[src/rtl/xtr_pkg.sv]
package xtr_pkg;
    localparam int PFX_BYTES  = 16;
    localparam int HDR_BYTES  = 28;
    localparam int HDR_MSB    = HDR_BYTES * 8 - 1;
    localparam int MAC_BYTES  = 12;
    localparam int TAG_BYTES  = 4;
    localparam int GAP_TWO    = 2 * TAG_BYTES;
    localparam int PORT_W     = 4;
    localparam int N_PORTS    = 1 << PORT_W;
    localparam int CNT_W      = $clog2(HDR_BYTES);

    localparam int POS_PORT = 140;
    localparam int POS_QOS  = 94;
    localparam int POS_TCI  = 103;
    localparam int POS_TT   = 119;
    localparam int POS_POP  = 146;
    localparam int POS_EOFS = 144;

    localparam logic [15:0] TPID_C = 16'h8100;
    localparam logic [15:0] TPID_S = 16'h88A8;

    typedef enum logic [2:0] {
        ST_PFX, ST_HDR, ST_GAP, ST_MAC, ST_TAG, ST_RPL, ST_BODY, ST_DROP
    } st_e;

    typedef struct packed {
        logic [1:0]        pop;
        logic [1:0]        eofs;
        logic [PORT_W-1:0] port;
        logic              tt;
        logic [15:0]       tci;
        logic [2:0]        qos;
    } fld_t;

    typedef struct packed {
        st_e                      st;
        logic [CNT_W-1:0]         cnt;
        logic [3:0]               gap;
        fld_t                     fld;
        logic [TAG_BYTES-1:0][7:0] hold;
        logic [2:0]               hcnt;
        logic [1:0]               rp;
        logic                     hlast;
        logic                     sbv;
        logic                     vlan;
        logic                     err;
    } st_t;

    // Update the bits of a field that live in header byte k.
    function automatic logic [15:0] pick(input logic [15:0] cur, input int lsb,
                                         input int wid, input int k,
                                         input logic [7:0] b);
        logic [15:0] r;
        r = cur;
        for (int i = 0; i < 16; i++) begin
            if (i < wid && ((HDR_MSB - (lsb + i)) / 8) == k)
                r[i] = b[(lsb + i) % 8];
        end
        return r;
    endfunction
endpackage

[src/rtl/xtr_pfx_check.sv]
module xtr_pfx_check #(
    parameter int DMAC_BYTES = 6,
    parameter int ETYPE_POS  = 12
) (
    input  logic [3:0] idx,
    input  logic [7:0] din,
    output logic       ok
);
    localparam logic [7:0] ONES  = 8'hFF;
    localparam logic [7:0] ET_HI = 8'h88;
    localparam logic [7:0] ET_LO = 8'h80;

    always_comb begin
        if (int'(idx) < DMAC_BYTES)          ok = (din == ONES);
        else if (int'(idx) == ETYPE_POS)     ok = (din == ET_HI);
        else if (int'(idx) == ETYPE_POS + 1) ok = (din == ET_LO);
        else                                 ok = 1'b1;
    end
endmodule

[src/rtl/xtr_hdr_capture.sv]
module xtr_hdr_capture
    import xtr_pkg::*;
(
    input  logic             en,
    input  logic [CNT_W-1:0] idx,
    input  logic [7:0]       din,
    input  fld_t             cur,
    output fld_t             nxt
);
    always_comb begin
        nxt = cur;
        if (en) begin
            nxt.port = PORT_W'(pick({{(16-PORT_W){1'b0}}, cur.port}, POS_PORT, PORT_W, int'(idx), din));
            nxt.qos  = 3'(pick({13'b0, cur.qos}, POS_QOS, 3, int'(idx), din));
            nxt.tci  = pick(cur.tci, POS_TCI, 16, int'(idx), din);
            nxt.tt   = 1'(pick({15'b0, cur.tt}, POS_TT, 1, int'(idx), din));
            nxt.pop  = 2'(pick({14'b0, cur.pop}, POS_POP, 2, int'(idx), din));
            nxt.eofs = 2'(pick({14'b0, cur.eofs}, POS_EOFS, 2, int'(idx), din));
        end
    end
endmodule

[src/rtl/xtr_hdr_strip.sv]
module xtr_hdr_strip
    import xtr_pkg::*;
(
    input  logic              clk,
    input  logic              rst_n,
    input  logic [7:0]        s_tdata,
    input  logic              s_tvalid,
    input  logic              s_tlast,
    output logic              s_tready,
    output logic [7:0]        m_tdata,
    output logic              m_tvalid,
    output logic              m_tlast,
    input  logic              m_tready,
    input  logic [N_PORTS-1:0] vlan_filt,
    output logic              sb_valid,
    output logic [PORT_W-1:0] sb_port,
    output logic [2:0]        sb_qos,
    output logic              sb_tag_type,
    output logic [15:0]       sb_tci,
    output logic [1:0]        sb_pop,
    output logic [1:0]        sb_eofs,
    output logic              sb_vlan_hdr,
    output logic              frame_err
);
    st_t  q, d;
    fld_t fld_cap;
    logic pfx_ok, beat, rp_end, strip_ok;
    logic [3:0] gap_len;

    xtr_pfx_check u_pfx (
        .idx (q.cnt[3:0]),
        .din (s_tdata),
        .ok  (pfx_ok)
    );

    xtr_hdr_capture u_cap (
        .en  (s_tvalid && q.st == ST_HDR),
        .idx (q.cnt),
        .din (s_tdata),
        .cur (q.fld),
        .nxt (fld_cap)
    );

    // Stream handshake per state.
    always_comb begin
        m_tdata  = s_tdata;
        m_tlast  = s_tlast;
        m_tvalid = 1'b0;
        s_tready = 1'b0;
        rp_end   = ({1'b0, q.rp} == q.hcnt - 3'd1);
        unique case (q.st)
            ST_MAC, ST_BODY: begin
                m_tvalid = s_tvalid;
                s_tready = m_tready;
            end
            ST_RPL: begin
                m_tvalid = 1'b1;
                m_tdata  = q.hold[q.rp];
                m_tlast  = q.hlast && rp_end;
            end
            default: s_tready = 1'b1;
        endcase
    end

    assign beat     = s_tvalid && s_tready;
    assign strip_ok = vlan_filt[q.fld.port] &&
                      ({q.hold[0], q.hold[1]} == (q.fld.tt ? TPID_S : TPID_C));

    always_comb begin
        if (q.fld.pop == 2'd0 && q.fld.eofs == 2'd0) gap_len = 4'(GAP_TWO);
        else if (q.fld.pop == 2'd3)                  gap_len = 4'(TAG_BYTES);
        else                                         gap_len = 4'd0;
    end

    always_comb begin
        d     = q;
        d.err = 1'b0;
        unique case (q.st)
            ST_PFX: if (beat) begin
                if (!pfx_ok) begin
                    d.err = 1'b1;
                    d.cnt = '0;
                    d.st  = s_tlast ? ST_PFX : ST_DROP;
                end else if (s_tlast) begin
                    d.err = 1'b1;
                    d.cnt = '0;
                end else if (int'(q.cnt) == PFX_BYTES - 1) begin
                    d.st  = ST_HDR;
                    d.cnt = '0;
                end else d.cnt = q.cnt + 1'b1;
            end
            ST_HDR: if (beat) begin
                d.fld = fld_cap;
                if (s_tlast) begin
                    d.err = 1'b1;
                    d.st  = ST_PFX;
                    d.cnt = '0;
                end else if (int'(q.cnt) == HDR_BYTES - 1) begin
                    d.cnt = '0;
                    d.gap = gap_len;
                    if (gap_len == 4'd0) begin
                        d.st  = ST_MAC;
                        d.sbv = 1'b1;
                    end else d.st = ST_GAP;
                end else d.cnt = q.cnt + 1'b1;
            end
            ST_GAP: if (beat) begin
                if (s_tlast) begin
                    d.err = 1'b1;
                    d.st  = ST_PFX;
                    d.cnt = '0;
                end else if (q.cnt == CNT_W'(q.gap - 4'd1)) begin
                    d.st  = ST_MAC;
                    d.sbv = 1'b1;
                    d.cnt = '0;
                end else d.cnt = q.cnt + 1'b1;
            end
            ST_MAC: if (beat) begin
                if (s_tlast) begin
                    d.st = ST_PFX; d.cnt = '0; d.sbv = 1'b0; d.vlan = 1'b0;
                end else if (int'(q.cnt) == MAC_BYTES - 1) begin
                    d.st  = ST_TAG;
                    d.cnt = '0;
                end else d.cnt = q.cnt + 1'b1;
            end
            ST_TAG: if (beat) begin
                d.hold[q.cnt[1:0]] = s_tdata;
                d.rp = '0;
                if (s_tlast) begin
                    d.st    = ST_RPL;
                    d.hcnt  = 3'(q.cnt[1:0]) + 3'd1;
                    d.hlast = 1'b1;
                end else if (int'(q.cnt) == TAG_BYTES - 1) begin
                    if (strip_ok) begin
                        d.st   = ST_BODY;
                        d.vlan = 1'b1;
                    end else begin
                        d.st    = ST_RPL;
                        d.hcnt  = 3'(TAG_BYTES);
                        d.hlast = 1'b0;
                    end
                end else d.cnt = q.cnt + 1'b1;
            end
            ST_RPL: if (m_tready) begin
                if (rp_end) begin
                    d.cnt = '0;
                    if (q.hlast) begin
                        d.st = ST_PFX; d.sbv = 1'b0; d.vlan = 1'b0;
                    end else d.st = ST_BODY;
                end else d.rp = q.rp + 1'b1;
            end
            ST_BODY: if (beat && s_tlast) begin
                d.st = ST_PFX; d.cnt = '0; d.sbv = 1'b0; d.vlan = 1'b0;
            end
            ST_DROP: if (beat && s_tlast) begin
                d.st  = ST_PFX;
                d.cnt = '0;
            end
            default: d.st = ST_PFX;
        endcase
    end

    always_ff @(posedge clk or negedge rst_n) begin
        if (!rst_n) q <= '0;
        else        q <= d;
    end

    assign sb_valid    = q.sbv;
    assign sb_port     = q.fld.port;
    assign sb_qos      = q.fld.qos;
    assign sb_tag_type = q.fld.tt;
    assign sb_tci      = q.fld.tci;
    assign sb_pop      = q.fld.pop;
    assign sb_eofs     = q.fld.eofs;
    assign sb_vlan_hdr = q.vlan;
    assign frame_err   = q.err;

    assert_out_has_sideband_R5: assert property (@(posedge clk) disable iff (!rst_n)
        m_tvalid |-> sb_valid);

    assert_sideband_frozen_R5: assert property (@(posedge clk) disable iff (!rst_n)
        (sb_valid && !(m_tvalid && m_tready && m_tlast)) |=>
        (sb_valid && $stable(sb_port) && $stable(sb_tci) && $stable(sb_qos) &&
         $stable(sb_tag_type) && $stable(sb_pop) && $stable(sb_eofs)));

    assert_stall_holds_R9: assert property (@(posedge clk) disable iff (!rst_n)
        (m_tvalid && !m_tready) |=> (m_tvalid && $stable(m_tdata) && $stable(m_tlast)));

    assert_err_outside_frame_R2: assert property (@(posedge clk) disable iff (!rst_n)
        frame_err |-> (!sb_valid && !m_tvalid));

    assert_vlan_within_frame_R6: assert property (@(posedge clk) disable iff (!rst_n)
        sb_vlan_hdr |-> sb_valid);
endmodule

[config.mk]
export PLATFORM = sky130hd
export DESIGN_NAME = xtr_hdr_strip
export DESIGN_NICKNAME = d
export VERILOG_FILES = /design/src/rtl/xtr_pkg.sv /design/src/rtl/xtr_pfx_check.sv /design/src/rtl/xtr_hdr_capture.sv /design/src/rtl/xtr_hdr_strip.sv
export SDC_FILE = /design/constraint.sdc
export NUM_CORES = 1
export LEC_CHECK = 0
export ABC_AREA = 1
export ABC_CLOCK_PERIOD_IN_PS = 2400
export BUFFER_PORTS_ARGS = -buffer_cell sky130_fd_sc_hd__buf_2
export CAP_MARGIN = 20
export CORE_MARGIN = 2
export CORE_UTILIZATION = 59
export CTS_BUF_LIST = sky130_fd_sc_hd__clkbuf_4 sky130_fd_sc_hd__clkbuf_8 sky130_fd_sc_hd__clkbuf_16
export CTS_CLUSTER_SIZE = 30
export DETAILED_ROUTE_END_ITERATION = 8
export GPL_TIMING_DRIVEN = 0
export PLACE_DENSITY = 0.92
export SYNTH_ARGS = -nofsm -noshare
export SYNTH_HDL_FRONTEND = slang
export SYNTH_HIERARCHICAL = 1
export SYNTH_SLANG_ARGS = --single-unit
[constraint.sdc]
create_clock -name clk -period 2.4 [get_ports clk]
set_input_delay 0.24 -clock clk [delete_from_list [all_inputs] [get_ports clk]]
set_output_delay 0.24 -clock clk [all_outputs]
set_load 0.02 [all_outputs]
# Yosys cells after proc, flatten, opt, wreduce, memory -nomap -nowiden
# Cells that the tools add are included.
# word_totals
register_bits,81
out_inout_bits,42
inputBits,29
# op_classes
bitwise_logic,1
reduce_logical,32
magnitude_cmp,5
eq_ne,54
mux,113
n_addsub,5
# ops
cell,count
$mux 8,14
$pmux 8 s7,1
$mux 1,52
$mux 3,14
$mux 40,1
$ne 2x2->1 const B,19
$reduce_and 4->1,9
$mux 5,7
$bwmux 32,1
$eq 5x5->1 const A,6
$mux 28,1
$reduce_and 14->1,2
$eq 8x8->1 const B,3
$mux 2,9
$bmux 8 s2,1
$demux 8 s2,1
$eq 16x16->1,1
$ne 3x3->1 const B,5
$eq 3x3->1 const B,4
$mux 12,1
$mux 4,3
$reduce_and 11->1,1
$eq 5x5->1 const B,2
$reduce_and 10->1,1
34 further kinds,51

# Longest topological paths before layout
# logic_depth
ltp_word,9
ltp_mapped,16
ltp_nobuf,16

# By module
# Netlist, hierarchy kept.
# modules_own_cells
mod,instances,seq_area_each_um2,cells_each,area_each_um2
xtr_hdr_strip,1,1976.9,646,4844.6
xtr_hdr_capture,1,0.0,114,539.3
xtr_pfx_check,1,0.0,28,111.4

# Least setup slack after synthesis
# No wires, ideal clock.
# synth_path
path_type,register to register
startpoint,reg q[79] (netlist name)
endpoint,"reg q, in the netlist sb_tag_type"
synth_period_minus_slack_ns,2.102
t_arrival_ns,1.970
setup_time_ns,0.132
setup_slack_ns,0.298
path_stages_with_launch,12
cell_sequence,dfrtp_1 -> nor2_2 -> nand2_1 -> nor2_2 -> clkbuf_1 -> inv_1 -> nor2_2 -> nand3_4 -> nand2_1 -> nand2_1 -> nand2_1 -> o21ai_0
# synth_between
elab_chain_cells,5
elab_cells_between_ends,9
# synth_rtl
element,line_no,text
"start, declared",xtr_hdr_strip.sv:25,"st_t q, d;"
"start signal, assigned",xtr_hdr_strip.sv:164,if (!rst_n) q <= '0;
"start signal, assigned",xtr_hdr_strip.sv:165,else q <= d;
$eq 3x3->1 / $eq 3x2->1 (equally long branches),xtr_hdr_strip.sv:51,unique case (q.st)
$reduce_or 2->1,xtr_hdr_strip.sv:51,
$pmux 1 s2,xtr_hdr_strip.sv:51,
$logic_and 1x1->1,xtr_hdr_strip.sv:65,assign beat = s_tvalid && s_tready;
$reduce_and 4->1 (no source line) (*),n/a,
# Mark *: on every way between the ends. The rest lies on a longest branch, timed or not.
# A chain may end at the register's enable or synchronous reset.

# Final worst setup path
# layout_path
startpoint,reg q[78] (netlist name)
endpoint,out m_tdata[6]
# layout_between
elab_chain_cells,2
# layout_rtl
element,line_no,text
$eq 3x3->1,xtr_hdr_strip.sv:51,
$mux 8,xtr_hdr_strip.sv:51,
"end, declared",xtr_hdr_strip.sv:10,"output logic [7:0] m_tdata,"
# Every way passes these cells.

==> flow_metrics.py <==
metrics = {
    "drt": {
        "drt.antenna.violating_nets": 0,
        "via_per_inst": 5.72,
        "dr.first_iter.drc_count": 485,
        "met3_length_microns": 1430,
        "total_length_of_routed_wires_microns": 15000,
        "drc": 0,
        "maxUsedRoutingLayer": "met4",
        "routed_wire_length_on_met2_microns": 7080,
        "wirelength_met1_microns": 5950,
        "routedWlPerCell_microns": 15.0,
        "via_count": 5718,
        "drt_pre_antenna_iters": 5,
    },
    "worst_setup_path": {
        "data_arrival_time_of_the_critical_path_ps": 2090,
        "worstSetupEndpoint": "m_tdata[6]",
        "regToRegSetupSlack_ps": 140,
        "critical_path_depth": 9,
        "critical_path_buf_inv_count": 5,
        "crit_start_category": "flop",
        "startpoint": "q[78]",
        "crit_path_frequent_cell": "sky130_fd_sc_hd__inv_1",
        "timing.critical_path.cells": "inv_1 -> nor2_2 -> nand2_2 -> inv_1 -> buf_4 -> clkbuf_4 -> nand3_1 -> o21a_1 -> buf_2",
        "worstSetupEndpointType": "output port",
        "critical-path-max-stage-delay_ps": 420,
        "crit_type": "reg -> out",
        "crit_path_max_fanout": 10,
        "worst_r2r_path_depth": 12,
        "regToRegEndpoint": "sb_tci[12]",
        "cpLargestDelayFamily": "buffers and inverters",
        "crit_slowest_cell": "sky130_fd_sc_hd__dfrtp_1",
        "cp.required_ps": 2160,
        "r2r-start": "q[78]",
    },
    "synthesis": {
        "synth.lib_cells_used.distinct": 40,
        "ffs_w_async_s_r_synth_pct": 100,
        "area_of_the_mapped_netlist_sq_um": 5500,
        "synth_simple_gate_area_share_pct": 37.2,
        "synth-main-ff-cell": "sky130_fd_sc_hd__dfrtp_1",
        "synth_adder_area_share_pct": 2.05,
        "main_combinational_cell_family_by_area_after_synthesis": "simple AND/OR/NAND/NOR gates",
        "synth-seq-area-share_pct": 36.0,
        "synth_enable_flop_cells": 0,
        "avgSynthCellArea_sq_um": 6.97,
        "synthesis.instances": 788,
        "synth_mux_area_share_pct": 1.64,
        "compound_gate_fraction_of_synth_area_pct": 10.3,
        "synth_register_bits": 79,
        "total_of_warnings_raised_by_yosys": 6,
        "synth_xor_area_share_pct": 0.797,
        "synth.net_count": 826,
    },
    "clocking": {
        "clock-sinks": 79,
        "cts_buffers": 9,
        "worst_skew_pair.late_latency_ps": 370,
        "clk_buf_depth": 2,
        "cts-root-buf": "sky130_fd_sc_hd__clkbuf_8",
        "cts_max_level": 3,
        "clock_tree_from_tritoncts": "built",
        "clk_transition_reported_paths_ps": 80,
    },
    "floorplan": {
        "chipHeight_microns": 101,
        "num_rows": 35,
        "core_sq_um": 9150,
        "pin_count": 71,
        "initial_core_util_pct": 60.0,
        "die_w_microns": 101,
        "design.die.area_sq_um": 10100,
    },
    "sta": {
        "fin_ws_ps": 74.6,
        "final_period_minus_worst_setup_slack_ps": 2330,
        "slew_violations": 0,
        "setup_total_negative_slack_ps": 0,
        "timing_worst_slew_pin_value_ps": 520,
        "fmaxAchievable_mhz": 430,
        "timing_hold_violations_final": 0,
        "skew_ps": 11.6,
        "final.period_utilization_pct": 96.9,
        "setup_violations": 0,
        "whs_ps": 224,
        "slew-limit-headroom_pct": 65.3,
    },
    "grt": {
        "grt_max_degree": 55,
        "gr-total-overflow": 0,
        "grt.total_usage_pct": 29.6,
        "global_route_wire_length_before_repair_microns": 23700,
        "antenna_violations_before_repair": 0,
        "grt_pass1_vias": 5163,
    },
    "finish": {
        "finalNetCount": 921,
        "finalInstanceArea_sq_um": 6370,
        "layout.core_utilization_pct": 69.6,
        "num-fill-cells": 716,
        "layout_overhead_on_the_synthesized_area_pct": 16.0,
        "antenna-diode-count": 0,
        "drive_gt1_share_pct": 20.5,
        "mostFrequentLayoutCell": "sky130_fd_sc_hd__nand2_1",
        "mostFrequentLayoutCells": "263 x sky130_fd_sc_hd__nand2_1, 81 x sky130_fd_sc_hd__inv_1, 80 x sky130_fd_sc_hd__nand3_1",
    },
    "power": {
        "vdd_ir_drop_max_mv": 0.672,
        "p_leak_nw": 3.46,
        "pwr_density_cell_nw_per_um2": 929,
    },
    "hold_path": {
        "hold_path.class": "in -> reg",
    },
    "place": {
        "io_buffers": 70,
        "dp.final_hpwl_microns": 10200,
        "gp_congestion": 0.957,
        "pre_cts_slack_ps": -225,
        "postPlaceCellArea_sq_um": 6010,
    },
    "job": {
        "max_cap_viol_count": 0,
    },
    "run_status": {
        "run_status": "finished, final reports clean",
    },
}
## worst min path at each step
stage	start	depth (start not counted)	slack, ps	endpoint
global route	s_tvalid	3	240	frame_err
CTS	s_tvalid	3	220	frame_err
floorplan	rst_n	0	-60	frame_err
detailed placement	rst_n	1	180	sb_valid
finish	s_tvalid	3	220	frame_err
global placement	sb_vlan_hdr	2	450	sb_vlan_hdr
## sequential cells by signal (all words and copies together), names as in the netlist
signal,count
frame_err,1
q,48
sb_eofs,2
sb_pop,2
sb_port,4
sb_qos,3
sb_tag_type,1
sb_tci,16
sb_valid,1
sb_vlan_hdr,1
## worst register-to-register path: stages, from the launching register on
cell and delay, ps:
sky130_fd_sc_hd__dfrtp_1 420, sky130_fd_sc_hd__inv_1 120, sky130_fd_sc_hd__nor2_2 130, sky130_fd_sc_hd__nand2_1 140, sky130_fd_sc_hd__nor2_4 200, sky130_fd_sc_hd__clkbuf_4 250, sky130_fd_sc_hd__nand2_1 150, sky130_fd_sc_hd__nor2_4 220
sky130_fd_sc_hd__buf_4 220, sky130_fd_sc_hd__nand3_1 110, sky130_fd_sc_hd__nand2_1 120, sky130_fd_sc_hd__nand2_1 60, sky130_fd_sc_hd__nand2_1 70
## Yosys cell counts (8+ instances only)
| master | number | area [sq um] |
|---|---|---|
| sky130_fd_sc_hd__nor2_1 | 35 | 131 |
| sky130_fd_sc_hd__nand2_1 | 263 | 987 |
| sky130_fd_sc_hd__o21ai_0 | 58 | 290 |
| sky130_fd_sc_hd__buf_4 | 30 | 225 |
| sky130_fd_sc_hd__inv_2 | 9 | 33.8 |
| sky130_fd_sc_hd__inv_1 | 81 | 304 |
| sky130_fd_sc_hd__dfrtp_1 | 79 | 1980 |
| sky130_fd_sc_hd__nor3_1 | 13 | 65.1 |
| sky130_fd_sc_hd__ha_1 | 9 | 113 |
| sky130_fd_sc_hd__mux2_1 | 8 | 90.1 |
| sky130_fd_sc_hd__nand3_1 | 80 | 400 |
| sky130_fd_sc_hd__a21oi_1 | 27 | 135 |
| sky130_fd_sc_hd__o21a_1 | 8 | 60.1 |
| sky130_fd_sc_hd__nand4_1 | 20 | 125 |
| sky130_fd_sc_hd__clkbuf_1 | 9 | 33.8 |
## metrics by stage
stage	power (mW)	instances
final	5.92	999
after global placement	4.49	969
after CTS	5.75	987
after floorplan	3.86	788
after global routing	6.31	999
after detailed placement	4.57	970
## cell families (layout without fill, tap and decap cells)
family,Yosys count,after routing
xor+xnor,5,5
fa+ha+maj,9,9
flops,79,79
buf+inv,141,241
compound gates,104,104
mux,8,8
simple gates,442,442
## power breakdown
| group | switching [mW] | internal [mW] |
|---|---|---|
| clock | 0.540 | 0.619 |
| combinational | 1.86 | 0.939 |
| sequential | 0.289 | 1.67 |
| total | 2.69 | 3.23 |
## area by class of cell
class	count	area (sq um)	area share, %
tap	111	139	2.18
multi-input combinational	568	2870	45.1
inverter	94	355	5.58
clock buffer	10	138	2.16
timing repair buffer	84	483	7.58
buffer	47	312	4.89
sequential	79	1980	31.1
clock inverter	6	92.6	1.45
## timing repair
item | CTS | global route
endpoints found under the hold margin | 25 | 0
buffers inserted | 0 | 12
gates resized for setup | 2 | 9
endpoints found under the setup margin | 26 | 31
pin swaps | 0 | 1
hold buffers | 1 | 0
## layer usage
| metal | track usage, % | vias up |
|---|---|---|
| met2 | 48.8 | 345 |
| met5 | 0 | - |
| li1 | - | 2707 |
| met4 | 14.0 | 0 |
| met3 | 5.76 | 67 |
| met1 | 37.7 | 2599 |
Power figures use the tool's default switching activity.
